### config.mk
export PLATFORM = sky130hd
export DESIGN_NAME = blk_addr_seq
export DESIGN_NICKNAME = d
export VERILOG_FILES = /design/src/rtl/blkseq_pkg.sv /design/src/rtl/bs_popcount.sv /design/src/rtl/bs_lowest_pick.sv /design/src/rtl/bs_addr_plan.sv /design/src/rtl/blk_addr_seq.sv
export SDC_FILE = /design/constraint.sdc
export NUM_CORES = 1
export LEC_CHECK = 0
export ABC_CLOCK_PERIOD_IN_PS = 10360
export BUFFER_PORTS_ARGS = -buffer_cell sky130_fd_sc_hd__buf_2
export CAP_MARGIN = 20
export CORE_UTILIZATION = 25
export DETAILED_ROUTE_END_ITERATION = 7
export GPL_TIMING_DRIVEN = 1
export SYNTH_ARGS = -nofsm -noshare
export SYNTH_HDL_FRONTEND = slang
export SYNTH_HIERARCHICAL = 1
export SYNTH_SLANG_ARGS = --single-unit
export TNS_END_PERCENT = 10
### constraint.sdc
create_clock -name clk -period 10.36 [get_ports clk]
set_input_delay 2.072 -clock clk [delete_from_list [all_inputs] [get_ports clk]]
set_output_delay 2.072 -clock clk [all_outputs]
set_load 0.05 [all_outputs]
### src/rtl/blkseq_pkg.sv
// Package: shared types for the block-transfer address sequencer.
// Assumes: the encoding of the mode code is fixed at the block's port.
package blkseq_pkg;

    // Addressing mode; the code values are visible on the mode port.
    typedef enum logic [1:0] {
        MODE_INC_AFTER  = 2'd0,
        MODE_INC_BEFORE = 2'd1,
        MODE_DEC_AFTER  = 2'd2,
        MODE_DEC_BEFORE = 2'd3
    } bs_mode_e;

endpackage

### src/rtl/bs_popcount.sv
// Module: counts the set bits of a vector.
// Assumes: CW is wide enough to hold the value N.
module bs_popcount #(
    parameter int N  = 16,
    parameter int CW = $clog2(N + 1)
) (
    input  logic [N-1:0]  vec,
    output logic [CW-1:0] cnt
);

    // Sum the bits of the vector.
    always_comb begin
        cnt = '0;
        for (int i = 0; i < N; i++) begin
            cnt = cnt + CW'(vec[i]);
        end
    end

endmodule

### src/rtl/bs_lowest_pick.sv
// Module: finds the lowest set bit of a vector and gives both its index
// and a one-hot mask of it.
// Assumes: when the vector is zero, idx is 0 and any is low.
module bs_lowest_pick #(
    parameter int N  = 16,
    parameter int IW = $clog2(N)
) (
    input  logic [N-1:0]  vec,
    output logic          any,
    output logic [IW-1:0] idx,
    output logic [N-1:0]  onehot
);

    // Isolate the lowest set bit with two's-complement masking.
    always_comb begin
        onehot = vec & (~vec + N'(1));
        any    = |vec;
    end

    // Scan downward so that the lowest set index is written last.
    always_comb begin
        idx = '0;
        for (int i = N - 1; i >= 0; i--) begin
            if (vec[i]) idx = IW'(i);
        end
    end

    // The mask must never select more than one register.
    always_comb begin
        assert_pick_onehot_R6: assert ($onehot0(onehot));
    end

endmodule

### src/rtl/bs_addr_plan.sv
// Module: derives the first transfer address and the updated base from
// the base, the mode and the register count.
// Assumes: arithmetic wraps modulo 2^AW; STEP is the word size in bytes.
module bs_addr_plan
    import blkseq_pkg::*;
#(
    parameter int AW   = 32,
    parameter int CW   = 5,
    parameter int STEP = 4
) (
    input  logic [AW-1:0] base,
    input  bs_mode_e      mode,
    input  logic [CW-1:0] cnt,
    output logic [AW-1:0] first,
    output logic [AW-1:0] final_base
);

    localparam logic [AW-1:0] STEP_V = AW'(STEP);

    logic [AW-1:0] span;

    // Total byte span of the window.
    always_comb span = AW'(cnt) * STEP_V;

    // Window start and updated base for each mode.
    always_comb begin
        unique case (mode)
            MODE_INC_AFTER: begin
                first      = base;
                final_base = base + span;
            end
            MODE_INC_BEFORE: begin
                first      = base + STEP_V;
                final_base = base + span;
            end
            MODE_DEC_AFTER: begin
                first      = base - span + STEP_V;
                final_base = base - span;
            end
            default: begin
                first      = base - span;
                final_base = base - span;
            end
        endcase
    end

endmodule

### src/rtl/blk_addr_seq.sv
// Module: top of the block-transfer address sequencer. It takes a request,
// issues one word address and one register index per selected register in
// ascending order, then pulses done with the updated base.
// Assumes: start is ignored while busy; a request may be taken in the same
// cycle that done is high.
module blk_addr_seq
    import blkseq_pkg::*;
#(
    parameter int ADDR_W = 32,
    parameter int NREG   = 16,
    parameter int STEP   = 4,
    localparam int IDX_W = $clog2(NREG),
    localparam int CNT_W = $clog2(NREG + 1)
) (
    input  logic              clk,
    input  logic              rst_n,
    input  logic              start,
    input  logic [ADDR_W-1:0] base_addr,
    input  logic [NREG-1:0]   reg_list,
    input  logic [1:0]        mode,
    input  logic              wb_en,
    output logic              busy,
    output logic              xfer_valid,
    output logic [ADDR_W-1:0] xfer_addr,
    output logic [IDX_W-1:0]  xfer_reg,
    output logic              done,
    output logic              wb_valid,
    output logic [ADDR_W-1:0] wb_addr
);

    localparam logic [ADDR_W-1:0] STEP_V = ADDR_W'(STEP);

    logic              busy_q;
    logic              done_q;
    logic              wb_en_q;
    logic [NREG-1:0]   pend_q;
    logic [NREG-1:0]   pend_nxt;
    logic [ADDR_W-1:0] addr_q;
    logic [ADDR_W-1:0] wb_q;
    logic [CNT_W-1:0]  req_cnt;
    logic [ADDR_W-1:0] plan_first;
    logic [ADDR_W-1:0] plan_final;
    logic              pick_any;
    logic [IDX_W-1:0]  pick_idx;
    logic [NREG-1:0]   pick_oh;
    logic              accept;

    bs_popcount #(.N(NREG), .CW(CNT_W)) u_count (
        .vec (reg_list),
        .cnt (req_cnt)
    );

    bs_addr_plan #(.AW(ADDR_W), .CW(CNT_W), .STEP(STEP)) u_plan (
        .base       (base_addr),
        .mode       (bs_mode_e'(mode)),
        .cnt        (req_cnt),
        .first      (plan_first),
        .final_base (plan_final)
    );

    bs_lowest_pick #(.N(NREG), .IW(IDX_W)) u_pick (
        .vec    (pend_q),
        .any    (pick_any),
        .idx    (pick_idx),
        .onehot (pick_oh)
    );

    // A request is taken only when no transfer is running.
    always_comb accept = start & ~busy_q;

    // Registers still pending after the current transfer.
    always_comb pend_nxt = pend_q & ~pick_oh;

    // Sequencing state: take a request, step through the list, flag the end.
    always_ff @(posedge clk) begin
        if (!rst_n) begin
            busy_q  <= 1'b0;
            done_q  <= 1'b0;
            wb_en_q <= 1'b0;
            pend_q  <= '0;
            addr_q  <= '0;
            wb_q    <= '0;
        end else begin
            done_q <= 1'b0;
            if (accept) begin
                pend_q  <= reg_list;
                addr_q  <= plan_first;
                wb_q    <= plan_final;
                wb_en_q <= wb_en;
                if (reg_list == '0) done_q <= 1'b1;
                else                busy_q <= 1'b1;
            end else if (busy_q) begin
                pend_q <= pend_nxt;
                addr_q <= addr_q + STEP_V;
                if (pend_nxt == '0) begin
                    busy_q <= 1'b0;
                    done_q <= 1'b1;
                end
            end
        end
    end

    // Drive the outputs straight from state.
    always_comb begin
        busy       = busy_q;
        xfer_valid = busy_q & pick_any;
        xfer_addr  = addr_q;
        xfer_reg   = pick_idx;
        done       = done_q;
        wb_valid   = done_q & wb_en_q;
        wb_addr    = wb_q;
    end

    // Consecutive transfers step the address up by one word.
    assert_addr_step_R6: assert property (@(posedge clk) disable iff (!rst_n)
        (xfer_valid && $past(xfer_valid)) |-> (xfer_addr == $past(xfer_addr) + STEP_V));

    // Consecutive transfers use strictly rising register indices.
    assert_reg_ascend_R6: assert property (@(posedge clk) disable iff (!rst_n)
        (xfer_valid && $past(xfer_valid)) |-> (xfer_reg > $past(xfer_reg)));

    // The end of a run is always marked by done.
    assert_done_after_run_R8: assert property (@(posedge clk) disable iff (!rst_n)
        $fell(busy) |-> done);

    // Writeback is flagged only together with done.
    assert_wb_with_done_R8: assert property (@(posedge clk) disable iff (!rst_n)
        wb_valid |-> done);

    // Done and busy are never high together.
    assert_done_not_busy_R7: assert property (@(posedge clk) disable iff (!rst_n)
        done |-> !busy);

    // While busy, a transfer is issued on every cycle.
    assert_valid_while_busy_R7: assert property (@(posedge clk) disable iff (!rst_n)
        busy |-> xfer_valid);

    // A start while busy leaves the address stream undisturbed.
    assert_start_ignored_R10: assert property (@(posedge clk) disable iff (!rst_n)
        (busy && start && !$past(start)) |=> (busy ? (xfer_addr == $past(xfer_addr) + STEP_V) : done));

endmodule

==> impl_metrics.py <==
metrics = {
    "cts": {
        "clock-root-buffer": "clkbuf_16",
        "cts_setup_buffers": 0,
        "tritoncts": "yes",
        "numCtsBuffers": 9,
        "clk_path_buf_depth": 2,
        "clk_latency_ns": 0.37,
        "numClockSinks": 83,
        "cts_resized": 0,
        "clkTransAtPathRegs_ns": 0.08,
        "hold_buffers": 0,
        "cts.htree.levels": 3,
    },
    "yosys": {
        "synth-seq-area-share_pct": 20.2,
        "yosys.cell_types.count": 84,
        "ys_ff_latch": 83,
        "synth-main-ff-cell": "dfxtp_1",
        "syn_area_per_cell_um2": 7.21,
        "synth_cells": 1140,
        "syn_area_um2": 8220,
        "synth_warnings": 6,
        "syn_nets": 1227,
        "async_flop_share_pct": 0,
        "synth_edf_count": 0,
    },
    "setup_path": {
        "path_class": "in2reg",
        "critPathArrivalTime_ns": 9.71,
        "crit_required_ns": 10.58,
        "crit_path_end_kind": "flop",
        "start_kind": "primary input",
        "cp_max_fo": 16,
    },
    "min_path": {
        "worstHoldPathType": "reg2reg",
    },
    "routing": {
        "viasPerCell": 5.26,
        "post_drt_wl_per_cell_um": 18.2,
        "route.detailed.drc": 0,
        "totalWireLength_mm": 30.0,
        "drtIter0Drc": 693,
        "final_antenna_net_count": 0,
        "vias": 8674,
        "dr.pass1.iters": 8,
    },
    "grt": {
        "grt_usage_pct": 17.7,
        "grt_max_degree": 94,
        "grt_overflow": 0,
        "antenna_found_initial": 8,
        "grt_pass1_wl_mm": 46.3,
        "grt_pass1_vias": 8200,
    },
    "placement": {
        "dp.cells": 1630,
        "hpwl_mm": 22.5,
        "place_congestion": 0.915,
        "numPortBuffers": 125,
    },
    "final_layout": {
        "syn_to_final_growth_pct": 14.7,
        "num-fill-cells": 3585,
        "fin_cells": 1648,
        "nets": 1286,
        "drive_gt1_share_pct": 18.1,
        "post-route-util_pct": 29.1,
        "mostFrequentLayoutCells": "nand2_1 (148), buf_2 (125), a21oi_1 (102)",
        "layout_commonest_cell": "nand2_1",
    },
    "sta": {
        "maxSlewHeadroom_pct": 30.7,
        "period_share_pct": 91.6,
        "hold_viol": 0,
        "finClkSkew_ns": 0.0134,
        "setup-tns-final_ns": 0,
        "post-route-min-period_ns": 9.49,
        "final-max-slew-violation-count": 0,
        "max_freq_mhz": 105,
        "setup_violations": 0,
        "rsz0062_at_grt": "no",
        "tightest_slew_ns": 1.03,
    },
    "floorplan": {
        "die_area_um2": 33600,
        "start_util_pct": 25.3,
        "io_pins": 126,
        "rows": 66,
        "fp.dieH_um": 183,
        "core_um2": 32500,
        "die_w_um": 183,
    },
    "power_and_ir_drop": {
        "p_leak_uw": 0.00357,
        "power.density_nw_per_um2": 176,
        "ir_worst_vdd_mv": 0.0946,
    },
    "run": {
        "cap_violations": 0,
    },
    "run_status": {
        "status": "finished clean",
    },
}
## state kept, by name, summed over array words and instances, names as in the netlist
name	cells
pend_q	16
done	1
wb_en_q	1
busy	1
wb_addr	32
xfer_addr	32
## worst max-delay path, cell delays in order
cell      delay (ns)
buf_2           0.12
fa_1            0.57
inv_1           0.06
fa_1            0.47
fa_1            0.53
fa_1            0.41
inv_1           0.08
ha_1            0.16
inv_1           0.05
fa_1            0.40
nor2b_1         0.13
o21a_1          0.16
inv_1           0.06
ha_1            0.46
nand2_1         0.11
a211oi_2        0.78
or2_1           0.33
a31oi_1         0.13
or4_1           0.71
nor4_1          0.75
a311oi_1        0.20
o311ai_0        0.32
o21ai_0         0.15
mux2_2          0.28
o21ai_0         0.14
a21oi_1         0.05
## worst paths after layout
path               startpoint             to  slack [ns]  cells after the start
hold reg to reg       wb_en_q        wb_en_q        0.45                      2
setup / recovery  reg_list[3]  xfer_addr[24]        0.87                     26
setup reg to reg         busy    wb_addr[23]        7.96                      5
hold / removal        wb_en_q        wb_en_q        0.45                      2
## kinds of logic after synthesis
| kind of cell | count (synthesis) | synth area share, % |
|---|---|---|
| compound gates | 304 | 23.2 |
| xor+xnor | 95 | 10.1 |
| fa+ha+maj | 33 | 6.12 |
| buf+inv | 141 | 7.03 |
| flops | 83 | 20.2 |
| mux | 29 | 3.85 |
| simple gates | 455 | 29.5 |
## through the flow
| stage | hold slack, ns | worst slack [ns] | cell area [um^2] | power [uW] |
|---|---|---|---|---|
| floorplan | 0.432 | 1.92 | 8220 | 1080 |
| global placement | 0.438 | 0.736 | 9110 | 1300 |
| detailed placement | 0.444 | 0.556 | 9110 | 1310 |
| CTS | 0.454 | 0.951 | 9430 | 1670 |
| global route | 0.472 | 0.485 | 9430 | 1780 |
| finish | 0.450 | 0.870 | 9430 | 1660 |
## synth_stat cells (13+ instances only)
master | count | area, um^2
nand2_1 | 148 | 556
a31oi_1 | 15 | 93.8
nor2_1 | 74 | 278
a21oi_1 | 102 | 510
o22ai_1 | 13 | 81.3
a211oi_1 | 37 | 278
mux2_2 | 21 | 236
nor4_1 | 19 | 119
xnor2_1 | 42 | 368
o21ai_0 | 62 | 310
dfxtp_1 | 83 | 1660
nor3_1 | 23 | 115
buf_2 | 15 | 75.1
xor2_1 | 53 | 464
nor2b_1 | 30 | 188
nand3_1 | 38 | 190
ha_1 | 21 | 263
nand2b_1 | 21 | 131
nand4_1 | 20 | 125
inv_1 | 52 | 195
clkbuf_1 | 61 | 229
## final cells by class
cell class	instances	area, um^2	share of cell area [%]
Inverter	53	199	2.11
Sequential cell	83	1660	17.6
Clock inverter	7	93.8	0.995
Timing Repair Buffer	136	708	7.51
Multi-Input combinational cell	916	5990	63.5
Tap cell	442	553	5.86
Clock buffer	9	225	2.39
Antenna cell	2	5.00	0.0531
## routing by layer
layer  wire length (um)  up-vias  global-route usage [%]
li1                   -     4194                       -
met1              12700     4137                    21.3
met2              14000      259                    29.4
met3               1770       74                    3.57
met4               1420       10                    9.77
met5                 54        -                       0
## where the power goes
part	internal (uW)	switching (uW)
logic	313	597
clock network	194	162
registers	353	43.0
total	861	802
Note: power is estimated with default switching activity, not from simulation.
